[src/rtl/spi_resp_pkg.sv]
// Shared definitions for the oversampled SPI slave responder.
// Assumes the configuration address is 2 bits wide.
package spi_resp_pkg;

    localparam int CFG_ADDR_W = 2;

    // Configuration register selects; the host relies on these codes.
    typedef enum logic [CFG_ADDR_W-1:0] {
        CFG_RESP_BYTE = 2'd0,
        CFG_WIN_START = 2'd1,
        CFG_WIN_END   = 2'd2
    } cfg_sel_e;

endpackage

[src/rtl/spi_sync_bit.sv]
// Multi-stage synchronizer for one asynchronous pin.
// Assumes STAGES >= 2 and that the pin is held longer than one clock period.
module spi_sync_bit #(
    parameter int   STAGES  = 2,
    parameter logic RST_VAL = 1'b0
) (
    input  logic clk,
    input  logic rst_n,
    input  logic pin,
    output logic lvl
);

    logic [STAGES-1:0] chain_q;

    // Shift the raw pin through the flop chain.
    always_ff @(posedge clk) begin
        if (!rst_n) chain_q <= {STAGES{RST_VAL}};
        else        chain_q <= {chain_q[STAGES-2:0], pin};
    end

    assign lvl = chain_q[STAGES-1];

endmodule

[src/rtl/spi_edge_det.sv]
// Rising and falling edge detector on an already synchronized level.
// Each edge flag is high for the single cycle in which the level first differs
// from the previous sample. Assumes the input is synchronous to clk.
module spi_edge_det #(
    parameter logic RST_VAL = 1'b0
) (
    input  logic clk,
    input  logic rst_n,
    input  logic lvl,
    output logic rise,
    output logic fall
);

    logic prev_q;

    // Remember the previous sample of the level.
    always_ff @(posedge clk) begin
        if (!rst_n) prev_q <= RST_VAL;
        else        prev_q <= lvl;
    end

    assign rise = lvl & ~prev_q;
    assign fall = ~lvl & prev_q;

endmodule

[src/rtl/spi_resp_regs.sv]
// Host-side shadow registers: response byte, window start and window end.
// The frame controller copies these at each chip-select fall, which makes a
// write during a frame take effect at the next frame only.
module spi_resp_regs
    import spi_resp_pkg::*;
#(
    parameter int            DATA_W    = 8,
    parameter logic [7:0]    WIN_START = 8'd17,
    parameter logic [7:0]    WIN_END   = 8'd24
) (
    input  logic                  clk,
    input  logic                  rst_n,
    input  logic                  cfg_we,
    input  logic [CFG_ADDR_W-1:0] cfg_addr,
    input  logic [DATA_W-1:0]     cfg_wdata,
    output logic [DATA_W-1:0]     resp_sh,
    output logic [DATA_W-1:0]     wstart_sh,
    output logic [DATA_W-1:0]     wend_sh
);

    // Latch host writes into the addressed shadow register.
    always_ff @(posedge clk) begin
        if (!rst_n) begin
            resp_sh   <= '0;
            wstart_sh <= DATA_W'(WIN_START);
            wend_sh   <= DATA_W'(WIN_END);
        end else if (cfg_we) begin
            case (cfg_sel_e'(cfg_addr))
                CFG_RESP_BYTE: resp_sh   <= cfg_wdata;
                CFG_WIN_START: wstart_sh <= cfg_wdata;
                CFG_WIN_END:   wend_sh   <= cfg_wdata;
                default:       ;
            endcase
        end
    end

endmodule

[src/rtl/spi_frame_ctrl.sv]
// Frame controller. It counts SCK falls since the chip-select fall, drives the
// response window on MISO, and shifts MOSI on each SCK rise into a capture
// register. Assumes edge flags come from synchronized pins (SPI mode 0).
// Outputs are registered from next-state values, so each reacts in the same
// cycle the edge flag is seen.
module spi_frame_ctrl #(
    parameter int DATA_W     = 8,
    parameter int FRAME_BITS = 24
) (
    input  logic                  clk,
    input  logic                  rst_n,
    input  logic                  cs_fall,
    input  logic                  cs_rise,
    input  logic                  sck_rise,
    input  logic                  sck_fall,
    input  logic                  mosi_s,
    input  logic [DATA_W-1:0]     resp_sh,
    input  logic [DATA_W-1:0]     wstart_sh,
    input  logic [DATA_W-1:0]     wend_sh,
    output logic                  miso,
    output logic                  miso_oe,
    output logic [FRAME_BITS-1:0] rx_data,
    output logic                  rx_valid
);

    localparam int               CNT_W    = DATA_W;
    localparam logic [CNT_W-1:0] CNT_MAX  = {CNT_W{1'b1}};
    localparam logic [CNT_W-1:0] LAST_BIT = CNT_W'(FRAME_BITS - 1);
    localparam logic [CNT_W-1:0] FULL_CNT = CNT_W'(FRAME_BITS);

    logic                  active_q, active_n;
    logic [CNT_W-1:0]      fcnt_q, fcnt_n;
    logic [CNT_W-1:0]      rcnt_q;
    logic [DATA_W-1:0]     byte_q, byte_n;
    logic [DATA_W-1:0]     ws_q, ws_n;
    logic [DATA_W-1:0]     we_q, we_n;
    logic [FRAME_BITS-1:0] cap_q;
    logic [FRAME_BITS-1:0] cap_shift;
    logic [CNT_W:0]        clk_idx;
    logic [CNT_W:0]        win_off;
    logic [DATA_W-1:0]     byte_shl;
    logic                  in_win;
    logic                  miso_n;

    // Next frame state: start on CS fall, stop on CS rise, count SCK falls.
    always_comb begin
        active_n = active_q;
        fcnt_n   = fcnt_q;
        byte_n   = byte_q;
        ws_n     = ws_q;
        we_n     = we_q;
        if (cs_fall) begin
            active_n = 1'b1;
            fcnt_n   = '0;
            byte_n   = resp_sh;
            ws_n     = wstart_sh;
            we_n     = wend_sh;
        end else if (cs_rise) begin
            active_n = 1'b0;
        end else if (active_q && sck_fall && fcnt_q != CNT_MAX) begin
            fcnt_n = fcnt_q + 1'b1;
        end
    end

    // Decide the MISO value for the SPI clock that comes next.
    always_comb begin
        clk_idx  = {1'b0, fcnt_n} + 1'b1;
        in_win   = active_n && (clk_idx >= {1'b0, ws_n}) && (clk_idx <= {1'b0, we_n});
        win_off  = clk_idx - {1'b0, ws_n};
        byte_shl = byte_n << win_off;
        miso_n   = in_win & byte_shl[DATA_W-1];
    end

    // Register frame state and the MISO outputs.
    always_ff @(posedge clk) begin
        if (!rst_n) begin
            active_q <= 1'b0;
            fcnt_q   <= '0;
            byte_q   <= '0;
            ws_q     <= '0;
            we_q     <= '0;
            miso     <= 1'b0;
            miso_oe  <= 1'b0;
        end else begin
            active_q <= active_n;
            fcnt_q   <= fcnt_n;
            byte_q   <= byte_n;
            ws_q     <= ws_n;
            we_q     <= we_n;
            miso     <= miso_n;
            miso_oe  <= in_win;
        end
    end

    assign cap_shift = {cap_q[FRAME_BITS-2:0], mosi_s};

    // Shift MOSI on SCK rises; publish the word when the frame is complete.
    always_ff @(posedge clk) begin
        if (!rst_n) begin
            rcnt_q   <= '0;
            cap_q    <= '0;
            rx_data  <= '0;
            rx_valid <= 1'b0;
        end else begin
            rx_valid <= 1'b0;
            if (cs_fall || cs_rise) begin
                rcnt_q <= '0;
                cap_q  <= '0;
            end else if (active_q && sck_rise && rcnt_q < FULL_CNT) begin
                cap_q  <= cap_shift;
                rcnt_q <= rcnt_q + 1'b1;
                if (rcnt_q == LAST_BIT) begin
                    rx_data  <= cap_shift;
                    rx_valid <= 1'b1;
                end
            end
        end
    end

endmodule

[src/rtl/spi_resp_slave.sv]
// Top level of the oversampled SPI slave responder. Raw pins are synchronized
// in the system clock domain. Assumes clk runs at no less than 6x the SCK rate
// and that the master samples MISO on the SCK rise (mode 0).
module spi_resp_slave
    import spi_resp_pkg::*;
#(
    parameter int         DATA_W      = 8,
    parameter int         FRAME_BITS  = 24,
    parameter int         SYNC_STAGES = 2,
    parameter logic [7:0] WIN_START   = 8'd17,
    parameter logic [7:0] WIN_END     = 8'd24
) (
    input  logic                  clk,
    input  logic                  rst_n,
    input  logic                  cs_n_pin,
    input  logic                  sck_pin,
    input  logic                  mosi_pin,
    input  logic                  cfg_we,
    input  logic [CFG_ADDR_W-1:0] cfg_addr,
    input  logic [DATA_W-1:0]     cfg_wdata,
    output logic                  miso,
    output logic                  miso_oe,
    output logic [FRAME_BITS-1:0] rx_data,
    output logic                  rx_valid
);

    logic              cs_s, sck_s, mosi_s;
    logic              cs_rise, cs_fall, sck_rise, sck_fall;
    logic [DATA_W-1:0] resp_sh, wstart_sh, wend_sh;

    spi_sync_bit #(.STAGES(SYNC_STAGES), .RST_VAL(1'b1)) u_sync_cs (
        .clk(clk), .rst_n(rst_n), .pin(cs_n_pin), .lvl(cs_s)
    );
    spi_sync_bit #(.STAGES(SYNC_STAGES), .RST_VAL(1'b0)) u_sync_sck (
        .clk(clk), .rst_n(rst_n), .pin(sck_pin), .lvl(sck_s)
    );
    spi_sync_bit #(.STAGES(SYNC_STAGES), .RST_VAL(1'b0)) u_sync_mosi (
        .clk(clk), .rst_n(rst_n), .pin(mosi_pin), .lvl(mosi_s)
    );

    spi_edge_det #(.RST_VAL(1'b1)) u_edge_cs (
        .clk(clk), .rst_n(rst_n), .lvl(cs_s), .rise(cs_rise), .fall(cs_fall)
    );
    spi_edge_det #(.RST_VAL(1'b0)) u_edge_sck (
        .clk(clk), .rst_n(rst_n), .lvl(sck_s), .rise(sck_rise), .fall(sck_fall)
    );

    spi_resp_regs #(
        .DATA_W(DATA_W), .WIN_START(WIN_START), .WIN_END(WIN_END)
    ) u_regs (
        .clk(clk), .rst_n(rst_n), .cfg_we(cfg_we), .cfg_addr(cfg_addr),
        .cfg_wdata(cfg_wdata), .resp_sh(resp_sh), .wstart_sh(wstart_sh),
        .wend_sh(wend_sh)
    );

    spi_frame_ctrl #(.DATA_W(DATA_W), .FRAME_BITS(FRAME_BITS)) u_frame (
        .clk(clk), .rst_n(rst_n), .cs_fall(cs_fall), .cs_rise(cs_rise),
        .sck_rise(sck_rise), .sck_fall(sck_fall), .mosi_s(mosi_s),
        .resp_sh(resp_sh), .wstart_sh(wstart_sh), .wend_sh(wend_sh),
        .miso(miso), .miso_oe(miso_oe), .rx_data(rx_data), .rx_valid(rx_valid)
    );

endmodule

[config.mk]
export PLATFORM = sky130hd
export DESIGN_NAME = spi_resp_slave
export DESIGN_NICKNAME = d
export VERILOG_FILES = /design/src/rtl/spi_resp_pkg.sv /design/src/rtl/spi_sync_bit.sv /design/src/rtl/spi_edge_det.sv /design/src/rtl/spi_resp_regs.sv /design/src/rtl/spi_frame_ctrl.sv /design/src/rtl/spi_resp_slave.sv
export SDC_FILE = /design/constraint.sdc
export NUM_CORES = 1
export LEC_CHECK = 0
export BUFFER_PORTS_ARGS = -buffer_cell sky130_fd_sc_hd__buf_2
export CAP_MARGIN = 20
export CORE_MARGIN = 10
export CORE_UTILIZATION = 53
export CTS_CLUSTER_SIZE = 25
export DETAILED_ROUTE_END_ITERATION = 10
export GPL_ROUTABILITY_DRIVEN = 0
export GPL_TIMING_DRIVEN = 1
export PLACE_DENSITY = 0.75
export SYNTH_ARGS = -nofsm -noshare
export SYNTH_HDL_FRONTEND = slang
export SYNTH_SLANG_ARGS = --single-unit
export TNS_END_PERCENT = 10
[constraint.sdc]
create_clock -name clk -period 3.2 [get_ports clk]
set_input_delay 0.16 -clock clk [delete_from_list [all_inputs] [get_ports clk]]
set_output_delay 0.16 -clock clk [all_outputs]
set_load 0.02 [all_outputs]
==> metrics.txt <==
# TYPE chip_impl_metric gauge
chip_impl_metric{name="routed_wirelength",unit="um"} 12200
chip_impl_metric{name="post-synth-top-area-fraction",unit="%"} 47.8
chip_impl_info{name="crit_type",value="flop to flop"} 1
chip_impl_metric{name="yosys_warnings",unit=""} 0
chip_impl_metric{name="grt_pass1_vias",unit=""} 4253
chip_impl_metric{name="report.power.total",unit="mW"} 3.63
chip_impl_metric{name="setup_viol",unit=""} 2
chip_impl_metric{name="dp.cells",unit=""} 750
chip_impl_metric{name="number_of_flops_mapped_to_enable_cells_by_yosys",unit=""} 0
chip_impl_metric{name="max_cap_viol_count",unit=""} 0
chip_impl_metric{name="area_growth",unit="%"} 29.5
chip_impl_metric{name="final_cells",unit=""} 802
chip_impl_metric{name="final_antenna_net_count",unit=""} 0
chip_impl_metric{name="reg2reg_setup_slack",unit="ps"} -300
chip_impl_metric{name="timing_max_transition_violations_final",unit=""} 0
chip_impl_metric{name="globalRouteTotalUtil",unit="%"} 17.5
chip_impl_metric{name="post_synth_mux_area_share",unit="%"} 11.0
chip_impl_metric{name="worst_ep_required_time",unit="ps"} 3670
chip_impl_info{name="cts_root_buffer",value="sky130_fd_sc_hd__clkbuf_8"} 1
chip_impl_info{name="hold_path_class",value="primary input to flop"} 1
chip_impl_info{name="synth.largest_area_cell",value="sky130_fd_sc_hd__dfxtp_1"} 1
chip_impl_metric{name="period_share",unit="%"} 109
chip_impl_metric{name="cts.sink_count",unit=""} 123
chip_impl_metric{name="seq_area",unit="sq mm"} 0.00246
chip_impl_info{name="tritoncts",value="yes"} 1
chip_impl_metric{name="synth_cell_types",unit=""} 54
chip_impl_metric{name="max-vdd-ir-drop",unit="V"} 0.000318
chip_impl_metric{name="leakagePower",unit="nW"} 2.82
chip_impl_metric{name="pwr_density_cell",unit="mW/mm^2"} 545
chip_impl_metric{name="route.vias.total",unit=""} 4284
chip_impl_metric{name="count_of_routing_violations_after_the_opening_detailed_route_iteration",unit=""} 365
chip_impl_metric{name="placeableCoreArea",unit="sq mm"} 0.00933
chip_impl_metric{name="yosysSeqAreaShare",unit="%"} 47.8
chip_impl_metric{name="achievable-frequency",unit="MHz"} 286
chip_impl_metric{name="pin_count",unit=""} 43
chip_impl_metric{name="hold_viol_final",unit=""} 0
chip_impl_metric{name="asyncSetResetFlopFracSynth",unit="%"} 0
chip_impl_metric{name="synth_area",unit="sq mm"} 0.00515
chip_impl_metric{name="routed_via_density",unit=""} 5.34
chip_impl_metric{name="clock_skew",unit="ps"} 7.66
chip_impl_info{name="end_kind",value="flop"} 1
chip_impl_metric{name="cp_slowest_stage_delay",unit="ps"} 340
chip_impl_info{name="violations",value="negative setup slack"} 1
chip_impl_metric{name="postSynthNetCount",unit=""} 605
chip_impl_metric{name="synth_compound_gate_area_share",unit="%"} 9.82
chip_impl_metric{name="floorplan.initialDensity",unit="%"} 55.2
chip_impl_metric{name="postSynthRegisterBits",unit=""} 123
chip_impl_metric{name="drc",unit=""} 0
chip_impl_info{name="dominant_combinational_cell_family_by_area_after_synthesis",value="simple AND/OR/NAND/NOR gates"} 1
chip_impl_metric{name="grt_antenna_before_repair",unit=""} 0
chip_impl_metric{name="clock_pin_slew_on_the_worst_setup_and_hold_paths",unit="ps"} 60
chip_impl_metric{name="die_height",unit="um"} 119
chip_impl_info{name="synth-main-ff-cell",value="sky130_fd_sc_hd__dfxtp_1"} 1
chip_impl_metric{name="synthCells",unit=""} 567
chip_impl_metric{name="synth_xor_xnor_area_share",unit="%"} 2.55
chip_impl_info{name="status",value="finished with violations"} 1
chip_impl_metric{name="cts_buffers",unit=""} 17
chip_impl_metric{name="crit_arrival",unit="ps"} 3970
chip_impl_info{name="rsz0062_at_grt",value="yes"} 1
chip_impl_metric{name="drt_pre_antenna_iters",unit=""} 5
chip_impl_metric{name="postSynthAreaPerCell",unit="sq um"} 9.08
chip_impl_metric{name="multi_input_gate_area_in_the_final_layout",unit="sq mm"} 0.00273
chip_impl_metric{name="post_route_core_utilization",unit="%"} 71.5
chip_impl_metric{name="setup_slack",unit="ps"} -301
chip_impl_info{name="cp_slowest_cell",value="sky130_fd_sc_hd__dfxtp_2"} 1
chip_impl_metric{name="post_synth_fa_ha_maj_area_fraction",unit="%"} 5.49
chip_impl_metric{name="finalNetCount",unit=""} 698
chip_impl_metric{name="grt_pass1_wl",unit="um"} 20600
chip_impl_info{name="crit_chain",value="inv_2 > ha_4 > and4bb_2 > buf_4 > o21ai_2 > xor2_1 > nor2_2 > ha_4 > xor2_2 > ha_1 > buf_4 > o21ai_0 > a21oi_1 > o21a_1 > nor2_1 > xnor2_1 > nor4_1 > and3_1"} 1
chip_impl_metric{name="timing.slew.headroom",unit="%"} 40.4
chip_impl_metric{name="num-fill-cells",unit=""} 681
chip_impl_info{name="ys_top_cells_by_area",value="sky130_fd_sc_hd__dfxtp_1 48%, sky130_fd_sc_hd__mux2i_1 10%, sky130_fd_sc_hd__nand2_1 8.2%"} 1
chip_impl_metric{name="cts_max_path_buffers",unit=""} 2
chip_impl_metric{name="diodes",unit=""} 0
chip_impl_metric{name="die_width",unit="um"} 119
chip_impl_metric{name="gr-total-overflow",unit=""} 0
chip_impl_metric{name="floorplan_die_area",unit="sq mm"} 0.0141
chip_impl_metric{name="hpwlAfterDp",unit="um"} 7820
chip_impl_metric{name="rows",unit=""} 35
chip_impl_info{name="layout.cells.most_common",value="sky130_fd_sc_hd__dfxtp_1"} 1
chip_impl_metric{name="synth_simple_gate_area_share",unit="%"} 20.5
chip_impl_info{name="leading_cell_types_in_the_layout_fill_and_taps_excluded",value="121 x sky130_fd_sc_hd__dfxtp_1, 111 x sky130_fd_sc_hd__nand2_1, 57 x sky130_fd_sc_hd__nor2_1"} 1
chip_impl_metric{name="layout_min_cycle_time",unit="ps"} 3500
chip_impl_metric{name="htree_num_levels",unit=""} 4
chip_impl_info{name="setup.worst_path.start_class",value="flop"} 1
chip_impl_metric{name="port_buffers",unit=""} 42
chip_impl_metric{name="worst_slew_pin_slew",unit="ps"} 892
chip_impl_metric{name="grt_start_max_net_pins",unit=""} 72
chip_impl_metric{name="worst_skew_pair.late_latency",unit="ps"} 520
chip_impl_metric{name="drive_above_1_share",unit="%"} 24.8
chip_impl_metric{name="critical_path_maximum_fanout",unit=""} 3
chip_impl_metric{name="detail_route.wl_per_cell",unit="um"} 15.2
==> metal layers <==
metal | wire length, um | global-route usage, %
met2 | 5920 | 28.7
met3 | 636 | 4.95
met1 | 5410 | 21.7
met5 | 0 | 0
met4 | 199 | 5.88
==> area by class of cell <==
| cell class | instances | share of cell area (%) |
|---|---|---|
| multi-input combinational | 409 | 40.9 |
| sequential | 123 | 37.0 |
| timing repair buffer | 103 | 10.6 |
| clock buffer | 18 | 6.42 |
| tap | 129 | 2.42 |
| clock inverter | 14 | 2.36 |
| inverter | 6 | 0.338 |
==> cell families after synthesis <==
group	after synthesis
adder cells (fa/ha/maj)	22
XOR/XNOR	15
multiplexers	55
AND/OR/NAND/NOR	233
buffers and inverters	35
AO/OA/AOI/OAI	84
flip-flops	123
==> worst paths after layout <==
path | startpoint | to | cells past startpoint
max | u_edge_cs.prev_q | u_frame.miso | 18
min | rst_n | u_regs.wend_sh[3] | 2
max reg2reg | u_edge_cs.prev_q | u_frame.miso | 18
min reg2reg | u_frame.rx_data[0] | u_frame.rx_data[0] | 2
==> timing repair <==
action | 4_1_cts | 5_1_grt
endpoints found under the setup margin | 2 | 2
hold buffers | 11 | 0
buffers inserted | 8 | 0
resized for setup | 17 | 8
pin swaps | 13 | 8
endpoints found under the hold margin | 27 | 0
==> cells in the mapped netlist, types with 3 or more instances <==
| library cell | n |
|---|---|
| sky130_fd_sc_hd__nor3_1 | 5 |
| sky130_fd_sc_hd__ha_1 | 21 |
| sky130_fd_sc_hd__mux2i_1 | 52 |
| sky130_fd_sc_hd__clkbuf_1 | 23 |
| sky130_fd_sc_hd__xnor2_1 | 9 |
| sky130_fd_sc_hd__and2_1 | 12 |
| sky130_fd_sc_hd__and3_2 | 3 |
| sky130_fd_sc_hd__o21ai_0 | 6 |
| sky130_fd_sc_hd__and3_1 | 5 |
| sky130_fd_sc_hd__o21a_1 | 3 |
| sky130_fd_sc_hd__buf_2 | 4 |
| sky130_fd_sc_hd__a211oi_1 | 3 |
| sky130_fd_sc_hd__nand3_1 | 6 |
| sky130_fd_sc_hd__inv_1 | 5 |
| sky130_fd_sc_hd__nor2_1 | 59 |
| sky130_fd_sc_hd__dfxtp_1 | 123 |
| sky130_fd_sc_hd__nand2b_1 | 7 |
| sky130_fd_sc_hd__a31oi_1 | 3 |
| sky130_fd_sc_hd__a21oi_1 | 54 |
| sky130_fd_sc_hd__xor2_1 | 6 |
| sky130_fd_sc_hd__nor2b_1 | 3 |
| sky130_fd_sc_hd__nand4_1 | 6 |
| sky130_fd_sc_hd__nand2_1 | 112 |
==> registers in the layout, indices dropped and copies added (netlist names), 2 cells and up <==
signal	count
u_frame.rx_data	24
u_frame.cap_q	23
u_frame.byte_q	8
u_frame.fcnt_q	8
u_frame.rcnt_q	8
u_frame.we_q	8
u_frame.ws_q	8
u_regs.resp_sh	8
u_regs.wend_sh	8
u_regs.wstart_sh	8
u_sync_cs.chain_q	2
u_sync_mosi.chain_q	2
u_sync_sck.chain_q	2
==> report_power, final <==
part / switching (mW) / total [mW] / internal (mW)
clock: 0.742 / 1.89 / 1.15
combinational: 0.102 / 0.180 / 0.0783
sequential: 0.0107 / 1.56 / 1.55
==> metrics by stage <==
step / TNS, ps / area, sq um / setup WS (ps) / hold slack (ps)
floorplan: 0 / 5180 / 3.07 / 233
global placement: -233 / 5740 / -133 / 352
detailed placement: -499 / 5740 / -271 / 353
CTS: -360 / 6600 / -191 / 3.49
global route: -880 / 6670 / -451 / 43.8
finish: -575 / 6670 / -301 / 24.0
==> worst max-delay path: cells and delay by family, from the launching register on <==
kind,cells,cell delay [ps]
DFF,1,340
adders and majority gates,3,660
xor gates and xnor gates,3,540
AOI/OAI and AO/OA,4,460
buffers and inverters,3,330
and+or+nand+nor,5,1090
Power figures use the tool's default switching activity.
